### src/rtl/pwmdp_pkg.sv
package pwmdp_pkg;
  localparam int DIVL_W = 8;
  localparam int DIVH_W = 4;
  localparam int CNT_W  = 8;

  typedef struct packed {
    logic              sync_off;
    logic              clk_on;
    logic              inv;
    logic              od;
    logic              pin_on;
    logic [DIVH_W-1:0] div_hi;
    logic [DIVL_W-1:0] div_lo;
  } ctrl_t;

  typedef struct packed {
    logic [CNT_W-1:0] per;
    logic [CNT_W-1:0] stop;
    logic [CNT_W-1:0] start;
  } wave_t;

  function automatic ctrl_t unpack_ctrl(input logic [31:0] w);
    ctrl_t c;
    c.div_lo   = w[7:0];
    c.div_hi   = w[11:8];
    c.pin_on   = w[12];
    c.od       = w[13];
    c.inv      = w[14];
    c.clk_on   = w[16];
    c.sync_off = w[17];
    return c;
  endfunction

  function automatic wave_t unpack_wave(input logic [31:0] w);
    wave_t v;
    v.start = w[7:0];
    v.stop  = w[15:8];
    v.per   = w[31:24];
    return v;
  endfunction
endpackage

### src/rtl/pwmdp_prescaler.sv
module pwmdp_prescaler #(
  parameter int DIVL_W = pwmdp_pkg::DIVL_W,
  parameter int DIVH_W = pwmdp_pkg::DIVH_W
) (
  input  logic              clk,
  input  logic              rst,
  input  logic              run,
  input  logic [DIVL_W-1:0] div_lo,
  input  logic [DIVH_W-1:0] div_hi,
  output logic              tick
);
  localparam int QW = DIVL_W + (1 << DIVH_W);

  logic [QW-1:0] q_cnt;
  logic [QW-1:0] q_len;

  always_comb begin
    q_len = (QW'(div_lo) + QW'(1)) << div_hi;
    tick  = run && (q_cnt >= q_len - QW'(1));
  end

  always_ff @(posedge clk) begin
    if (rst || !run || tick) q_cnt <= '0;
    else                     q_cnt <= q_cnt + QW'(1);
  end

  // an idle prescaler restarts so the next quantum is full length
  p_idle_restart_r5: assert property (@(posedge clk) disable iff (rst)
    !run |=> (q_cnt == '0));
endmodule

### src/rtl/pwmdp_wave.sv
module pwmdp_wave #(
  parameter int CNT_W = pwmdp_pkg::CNT_W
) (
  input  logic             clk,
  input  logic             rst,
  input  logic             run,
  input  logic             sync_off,
  input  logic             tick,
  input  logic [CNT_W-1:0] stg_start,
  input  logic [CNT_W-1:0] stg_stop,
  input  logic [CNT_W-1:0] stg_per,
  output logic             hot
);
  logic [CNT_W-1:0] pos;
  logic [CNT_W-1:0] w_start, w_stop, w_per;
  logic             wrap, load, in_win;

  always_comb begin
    wrap = tick && (pos >= w_per);
    load = !run || sync_off || wrap;
    if (w_start == w_stop)     in_win = 1'b1;
    else if (w_start < w_stop) in_win = (pos >= w_start) && (pos < w_stop);
    else                       in_win = (pos >= w_start) || (pos < w_stop);
    hot = run && in_win;
  end

  always_ff @(posedge clk) begin
    if (rst || !run)  pos <= '0;
    else if (wrap)    pos <= '0;
    else if (tick)    pos <= pos + CNT_W'(1);
  end

  always_ff @(posedge clk) begin
    if (rst) begin
      w_start <= '0;
      w_stop  <= '0;
      w_per   <= '0;
    end else if (load) begin
      w_start <= stg_start;
      w_stop  <= stg_stop;
      w_per   <= stg_per;
    end
  end

  // working values only change at a period boundary while sync is on
  p_shadow_hold_r8: assert property (@(posedge clk) disable iff (rst)
    (run && !sync_off && !wrap) |=> $stable({w_start, w_stop, w_per}));
  // a stopped channel restarts counting from position zero
  p_pos_zero_r5: assert property (@(posedge clk) disable iff (rst)
    !run |=> (pos == '0));
  // the position never runs past the terminal count while it is stable
  p_pos_bound_r2: assert property (@(posedge clk) disable iff (rst)
    (run && !sync_off && pos <= w_per && !load) |=> (pos <= w_per));
endmodule

### src/rtl/pwmdp_outstage.sv
module pwmdp_outstage (
  input  logic clk,
  input  logic rst,
  input  logic hot,
  input  logic pin_on,
  input  logic inv,
  input  logic od,
  output logic pad_o,
  output logic pad_oe
);
  logic lvl;

  always_comb lvl = pin_on ? (hot ^ inv) : inv;

  always_ff @(posedge clk) begin
    if (rst) begin
      pad_o  <= 1'b0;
      pad_oe <= 1'b1;
    end else begin
      pad_o  <= od ? 1'b0 : lvl;
      pad_oe <= od ? ~lvl : 1'b1;
    end
  end

  // open-drain mode never drives a high data value
  p_od_data_r10: assert property (@(posedge clk) disable iff (rst)
    $past(od) |-> !pad_o);
  // push-pull mode always drives the pad
  p_pp_enable_r10: assert property (@(posedge clk) disable iff (rst)
    !$past(od) |-> pad_oe);
endmodule

### src/rtl/pwm_dualpoint_chan.sv
module pwm_dualpoint_chan #(
  parameter int DIVL_W = pwmdp_pkg::DIVL_W,
  parameter int DIVH_W = pwmdp_pkg::DIVH_W,
  parameter int CNT_W  = pwmdp_pkg::CNT_W
) (
  input  logic        clk,
  input  logic        rst,
  input  logic        ctrl_we,
  input  logic [31:0] ctrl_wdata,
  input  logic        wave_we,
  input  logic [31:0] wave_wdata,
  output logic        pwm_o,
  output logic        pwm_oe
);
  import pwmdp_pkg::*;

  ctrl_t ctl_q;
  wave_t stg_q;
  logic  tick, hot;

  always_ff @(posedge clk) begin
    if (rst) begin
      ctl_q <= '0;
      stg_q <= '0;
    end else begin
      if (ctrl_we) ctl_q <= unpack_ctrl(ctrl_wdata);
      if (wave_we) stg_q <= unpack_wave(wave_wdata);
    end
  end

  pwmdp_prescaler #(.DIVL_W(DIVL_W), .DIVH_W(DIVH_W)) presc_i (
    .clk(clk), .rst(rst), .run(ctl_q.clk_on),
    .div_lo(ctl_q.div_lo), .div_hi(ctl_q.div_hi), .tick(tick));

  pwmdp_wave #(.CNT_W(CNT_W)) wave_i (
    .clk(clk), .rst(rst), .run(ctl_q.clk_on), .sync_off(ctl_q.sync_off),
    .tick(tick), .stg_start(stg_q.start), .stg_stop(stg_q.stop),
    .stg_per(stg_q.per), .hot(hot));

  pwmdp_outstage out_i (
    .clk(clk), .rst(rst), .hot(hot), .pin_on(ctl_q.pin_on),
    .inv(ctl_q.inv), .od(ctl_q.od), .pad_o(pwm_o), .pad_oe(pwm_oe));

  // a disabled pin shows only the inactive level on the next cycle
  p_pin_off_r6: assert property (@(posedge clk) disable iff (rst)
    (!ctl_q.pin_on && !ctl_q.od) |=> (pwm_o == $past(ctl_q.inv)));
  // with counting stopped the pad follows the polarity bit
  p_idle_polarity_r7: assert property (@(posedge clk) disable iff (rst)
    (!ctl_q.clk_on && !ctl_q.od) |=> (pwm_o == $past(ctl_q.inv)));
endmodule

### config.mk
export PLATFORM = sky130hd
export DESIGN_NAME = pwm_dualpoint_chan
export DESIGN_NICKNAME = d
export VERILOG_FILES = /design/src/rtl/pwmdp_pkg.sv /design/src/rtl/pwmdp_prescaler.sv /design/src/rtl/pwmdp_wave.sv /design/src/rtl/pwmdp_outstage.sv /design/src/rtl/pwm_dualpoint_chan.sv
export SDC_FILE = /design/constraint.sdc
export NUM_CORES = 1
export LEC_CHECK = 0
export BUFFER_PORTS_ARGS = -buffer_cell sky130_fd_sc_hd__buf_4
export CAP_MARGIN = 20
export CORE_MARGIN = 2
export CORE_UTILIZATION = 60
export CTS_CLUSTER_SIZE = 28
export DETAILED_ROUTE_END_ITERATION = 12
export PLACE_DENSITY = 0.81
export SYNTH_ARGS = -nofsm -noshare
export SYNTH_HDL_FRONTEND = slang
export SYNTH_SLANG_ARGS = --single-unit
### constraint.sdc
create_clock -name clk -period 6.38 [get_ports clk]
set_input_delay 0.319 -clock clk [delete_from_list [all_inputs] [get_ports clk]]
set_output_delay 0.319 -clock clk [all_outputs]
set_load 0.01 [all_outputs]
Word level (Yosys, flattened, before mapping)
Cells that the tools add are included.
{ "classes": {"reduce_logical": 13, "n_eq_ne": 1, "n_addsub": 4, "shift": 1, "magnitude_cmp": 5, "bitwise_logic": 3, "n_mux": 3} }
{ "op_table": {"columns": ["cell", "n"], "rows": [
  ["$add 24x1->24 const B", 1],
  ["$ge 24x24->1", 1],
  ["$shl 24x4->24", 1],
  ["$sub 24x1->24 const B", 1],
  ["$ge 8x8->1", 2],
  ["$lt 8x8->1", 2],
  ["$add 8x1->9 const B", 1],
  ["$add 8x1->8 const B", 1],
  ["$eq 8x8->1", 1],
  ["$reduce_or 2->1", 3],
  ["$logic_or 1x1->1", 5],
  ["$logic_and 1x1->1", 4],
  ["$mux 1", 3],
  ["$not 1->1", 2],
  ["$logic_not 1->1", 1],
  ["$xor 1x1->1", 1]
]} }
{ "totals": {"out_inout_bits": 2, "ff_bits": 99} }

Logic depth before layout (Yosys ltp)
{ "depth": {"depth_word": 8, "depth_mapped": 23, "ltp_nobuf": 20} }

Modules after synthesis
Synthesis repeated with hierarchy kept, for this count alone.
{ "hier_totals": {"cells_unflattened": 791, "hier_area_um2": 6820.3} }
{ "modules_own_cells": {"columns": ["mod", "area_each_um2", "cells_per_inst", "instances"], "rows": [
  ["pwmdp_prescaler", 3085.5, 411, 1],
  ["pwmdp_wave", 2164.6, 239, 1],
  ["pwm_dualpoint_chan", 1491.4, 133, 1],
  ["pwmdp_outstage", 78.8, 8, 1]
]} }

Worst setup path before layout
OpenSTA, ideal clock, no wires.
{ "synth_path": {"path_kind": "reg2reg", "startpoint": "register ctl_q[1] in the netlist's numbering", "endpoint": "register wave_i.w_per[0]", "synth_period_minus_slack_ps": 5467, "arrival_time_ps": 5395, "setup_time_ps": 72, "path_slack_ps": 913, "path_buffers": 3, "path_stages_with_launch": 23, "path_cell_list": "dfxtp_1 -> ha_1 -> buf_2 -> nand4_2 -> a2bb2oi_1 -> and2_1 -> a221oi_1 -> nor2_1 -> or3_4 -> or3_1 -> buf_2 -> or3_1 -> a41oi_1 -> ha_1 -> a21o_1 -> a21o_1 -> a21oi_1 -> o21ai_0 -> a21oi_1 -> inv_1 -> a21oi_1 -> buf_2 -> mux2i_1"} }
{ "synth_via": {"elab_chain_len": 7} }
{ "synth_lines": {"columns": ["element", "line", "source"], "rows": [
  ["from (decl)", "pwm_dualpoint_chan.sv:17", "ctrl_t ctl_q;"],
  ["from (signal assigned)", "pwm_dualpoint_chan.sv:26", "if (ctrl_we) ctl_q <= unpack_ctrl(ctrl_wdata);"],
  ["$add 8x1->9", "pwmdp_prescaler.sv:18", "q_len = (QW'(div_lo) + QW'(1)) << div_hi;"],
  ["$shl 24x4->24", "pwmdp_prescaler.sv:18", null],
  ["$sub 24x1->24", "pwmdp_prescaler.sv:19", "tick = run && (q_cnt >= q_len - QW'(1));"],
  ["$ge 24x24->1", "pwmdp_prescaler.sv:19", null],
  ["$logic_and 1x1->1", "pwmdp_prescaler.sv:19", null],
  ["$logic_and 1x1->1", "pwmdp_wave.sv:19", "wrap = tick && (pos >= w_per);"],
  ["$logic_or 1x1->1", "pwmdp_wave.sv:20", "load = !run || sync_off || wrap;"],
  ["to (signal assigned)", "pwmdp_wave.sv:41", "w_per <= stg_per;"],
  ["to (decl)", "pwmdp_wave.sv:15", "logic [CNT_W-1:0] w_start, w_stop, w_per;"]
]} }
Every way passes these cells.
A chain may end at the register's enable or synchronous reset.

Final worst setup path
{ "layout_path": {"startpoint": "register ctl_q[9] in the netlist's numbering", "endpoint": "register presc_i.q_cnt[16]"} }
{ "layout_via": {"elab_chain_len": 5} }
{ "layout_lines": {"columns": ["element", "line", "source"], "rows": [
  ["$shl 24x4->24", "pwmdp_prescaler.sv:18", null],
  ["$sub 24x1->24", "pwmdp_prescaler.sv:19", null],
  ["$ge 24x24->1", "pwmdp_prescaler.sv:19", null],
  ["$logic_and 1x1->1", "pwmdp_prescaler.sv:19", null],
  ["$logic_or 1x1->1", "pwmdp_prescaler.sv:23", "if (rst || !run || tick) q_cnt <= '0;"],
  ["to (signal assigned)", "pwmdp_prescaler.sv:24", "else q_cnt <= q_cnt + QW'(1);"],
  ["to (decl)", "pwmdp_prescaler.sv:14", "logic [QW-1:0] q_cnt;"]
]} }
Every way passes these cells.

==> results.py <==
metrics = {
    "outcome": {
        "status": "completed",
    },
    "power_and_ir_drop": {
        "cellPowerDensity_nw_per_um2": 201,
        "intPower_w": 0.00105,
        "power.leakage_nw": 3.10,
        "combPwrFrac": 0.195,
        "swShare": 0.301,
        "switchingPower_w": 0.000454,
        "pwr-share-seq": 0.443,
        "clockPowerShare": 0.362,
        "ir_drop_mv": 0.362,
    },
    "placement": {
        "post-dp-hpwl_mm": 11.2,
        "dp_slack_ns": 0.452,
        "place_congestion": 0.920,
        "io_buffers": 46,
        "dp.cells": 964,
    },
    "die": {
        "ios": 70,
        "rows": 38,
        "core_area_sq_um": 10900,
        "die_area_sq_um": 12200,
        "fp.dieW_um": 110,
        "die_h_um": 110,
        "start_util": 0.621,
    },
    "critical_path": {
        "crit_slowest_cell": "or4_4",
        "worstPathMaxFanout": 23,
        "cp-end-kind": "flop",
        "path_class": "flop to flop",
        "crit_path_start_kind": "flop",
        "arrival_ns": 6.02,
        "worstPathRequired_ns": 6.65,
        "crit_chain": "buf_4, mux2_2, a211o_1, a221oi_1, nor3_1, or4_4, nor3_1, nand3_1, xor2_1, ha_1, a21o_1, a21oi_1, o31ai_1, a2111oi_0, o21ai_0, a21oi_1, buf_4, nand2_1, nor2_1",
        "slowest_delay_ns": 0.56,
    },
    "synth": {
        "synthTopCellsByArea": "dfxtp_1, ha_1, mux2i_1",
        "ys_seq_area_frac": 0.292,
        "async_flop_share": 0,
        "synth_most_common_cell": "nor2_1",
        "syn-num-nets": 941,
        "ys_warn_count": 0,
        "postSynthCellCount": 814,
        "yosys_register_bits": 99,
        "synth_top_area_share": 0.292,
        "synth.distinct_cells": 74,
        "synth_common_cells": "nor2_1, dfxtp_1, mux2i_1",
        "synth_area_per_cell_sq_um": 8.35,
        "synth_area_sq_um": 6790,
        "synth_top_cell_by_area": "dfxtp_1",
        "synthFlopType": "dfxtp_1",
        "synth_edf_count": 0,
    },
    "global_route": {
        "antenna_found_initial": 0,
        "overflow": 0,
        "grt_pass1_wl_mm": 26.2,
        "grt_usage": 0.253,
        "grt_pass1_vias": 5624,
        "grt_start_max_net_pins": 95,
    },
    "sta": {
        "finalWorstSetupSlack_ns": 0.636,
        "finClkSkew_ns": 0.00928,
        "post-route-min-period_ns": 5.74,
        "hold_ws_ns": 0.199,
        "tightest_slew_ns": 0.818,
        "maxSlewHeadroom": 0.454,
        "setup_tns_ns": 0,
        "rsz0062_at_grt": "false",
        "fmax_mhz": 174,
        "setup_violations": 0,
        "final_max_slew_viol_count": 0,
        "finalCritPeriodShare": 0.900,
        "final-hold-violation-count": 0,
    },
    "route": {
        "wl_mm": 15.3,
        "drc": 0,
        "ant_nets": 0,
        "vias": 5825,
        "wire_per_inst_um": 15.6,
        "dr.pass1.iters": 5,
        "via_per_inst": 5.94,
        "drt-initial-drc-count": 461,
    },
    "finish": {
        "drive_gt1_frac": 0.108,
        "layout.nets": 962,
        "area_delta_synth_final_pct": 10.2,
        "n_antenna_cell": 0,
        "fin_cells": 980,
        "fill_cells": 908,
    },
    "clock_network": {
        "cts_buffer_depth": 2,
        "root_buffer": "clkbuf_16",
        "cts_buffers": 9,
        "clkTransAtPathRegs_ns": 0.08,
        "worstSkewPairLatency_ns": 0.35,
        "cts_tree": "done",
        "htree_levels": 3,
        "cts_sinks": 99,
    },
    "hold_path": {
        "hp-class": "input port to flop",
    },
    "run": {
        "maxCapViolCount": 0,
    },
}
[layout by cell type (no fill, tap or decap), types with 4 or more instances in the layout]
master,n
nor2_1,117
dfxtp_1,98
mux2i_1,72
nand2b_1,61
ha_1,59
buf_4,56
nand2_1,41
inv_1,33
xor2_1,30
a21oi_1,26
nand3_1,21
o21ai_0,21
a21o_1,19
xnor2_1,15
nand4_1,14
nor3_1,13
and3_1,10
clkbuf_16,9
nor2b_1,8
a31oi_1,7
o21a_1,6
or3_1,6
nor4_1,5
and2_1,4
a211oi_1,4
[flip-flops by register name (all words and copies together) (netlist names)]
name / cells
presc_i.q_cnt: 24
stg_q: 24
ctl_q: 17
wave_i.pos: 8
wave_i.w_per: 8
wave_i.w_start: 8
wave_i.w_stop: 8
out_i.pad_o: 1
out_i.pad_oe: 1
[cell families after synthesis]
kind of cell | after synthesis | synth area share
adders and majority gates | 59 | 0.109
muxes | 75 | 0.111
buffers and inverters | 81 | 0.0501
DFF | 99 | 0.292
and+or+nand+nor | 324 | 0.243
xor gates and xnor gates | 45 | 0.0580
AOI/OAI and AO/OA | 131 | 0.137
[power groups by stage]
stage	combinational (W)	sequential (W)	clock [W]
finish	0.000294	0.000668	0.000546
global route	0.000329	0.000671	0.000582
CTS	0.000292	0.000667	0.000556
detailed placement	0.000289	0.000681	0
global placement	0.000275	0.000679	0
floorplan	0.000228	0.000665	0
[final cells by class]
cell class | count | area, sq um | share of cell area
clock buffer | 9 | 225 | 0.0301
clock inverter | 7 | 76.3 | 0.0102
inverter | 35 | 131 | 0.0175
multi-input combinational | 634 | 4480 | 0.598
sequential | 99 | 1980 | 0.265
tap | 140 | 175 | 0.0234
timing repair buffer | 56 | 420 | 0.0561
[critical path, delay by kind of cell, from the launching register on]
| family | cells | cell delay [ns] |
|---|---|---|
| AO/OA/AOI/OAI | 8 | 2.02 |
| adder cells (fa/ha/maj) | 1 | 0.30 |
| buffers and inverters | 2 | 0.48 |
| flip-flops | 1 | 0.49 |
| AND/OR/NAND/NOR | 6 | 1.82 |
| multiplexers | 1 | 0.35 |
| XOR/XNOR | 1 | 0.18 |
[routing by layer]
layer / global-route usage / wire length (um)
met4: 0.0800 / 280
met5: 0 / 0
met3: 0.0483 / 854
met2: 0.407 / 7030
met1: 0.344 / 7090
[metrics by stage]
step | area, sq um | power [W] | utilization
final | 7490 | 0.00151 | 0.685
after global routing | 7490 | 0.00158 | 0.685
after CTS | 7490 | 0.00151 | 0.685
after detailed placement | 7180 | 0.000970 | 0.657
after global placement | 7180 | 0.000954 | 0.657
after floorplan | 6790 | 0.000893 | -
[path summary, 6_finish.rpt]
kind / start / endpoint / slack (ns) / cells after the start
worst max-delay path: ctl_q[9] / presc_i.q_cnt[16] / 0.64 / 19
worst min-delay path: ctrl_wdata[2] / ctl_q[2] / 0.20 / 3
worst max register to register: ctl_q[9] / presc_i.q_cnt[16] / 0.64 / 19
worst min register to register: presc_i.q_cnt[0] / presc_i.q_cnt[0] / 0.47 / 1
[what timing repair did]
item	4_1_cts	5_1_grt
endpoints found under the setup margin	0	23
hold buffers	0	0
setup buffers	0	0
resized for setup	0	1
(Power assumes the default switching activity.)
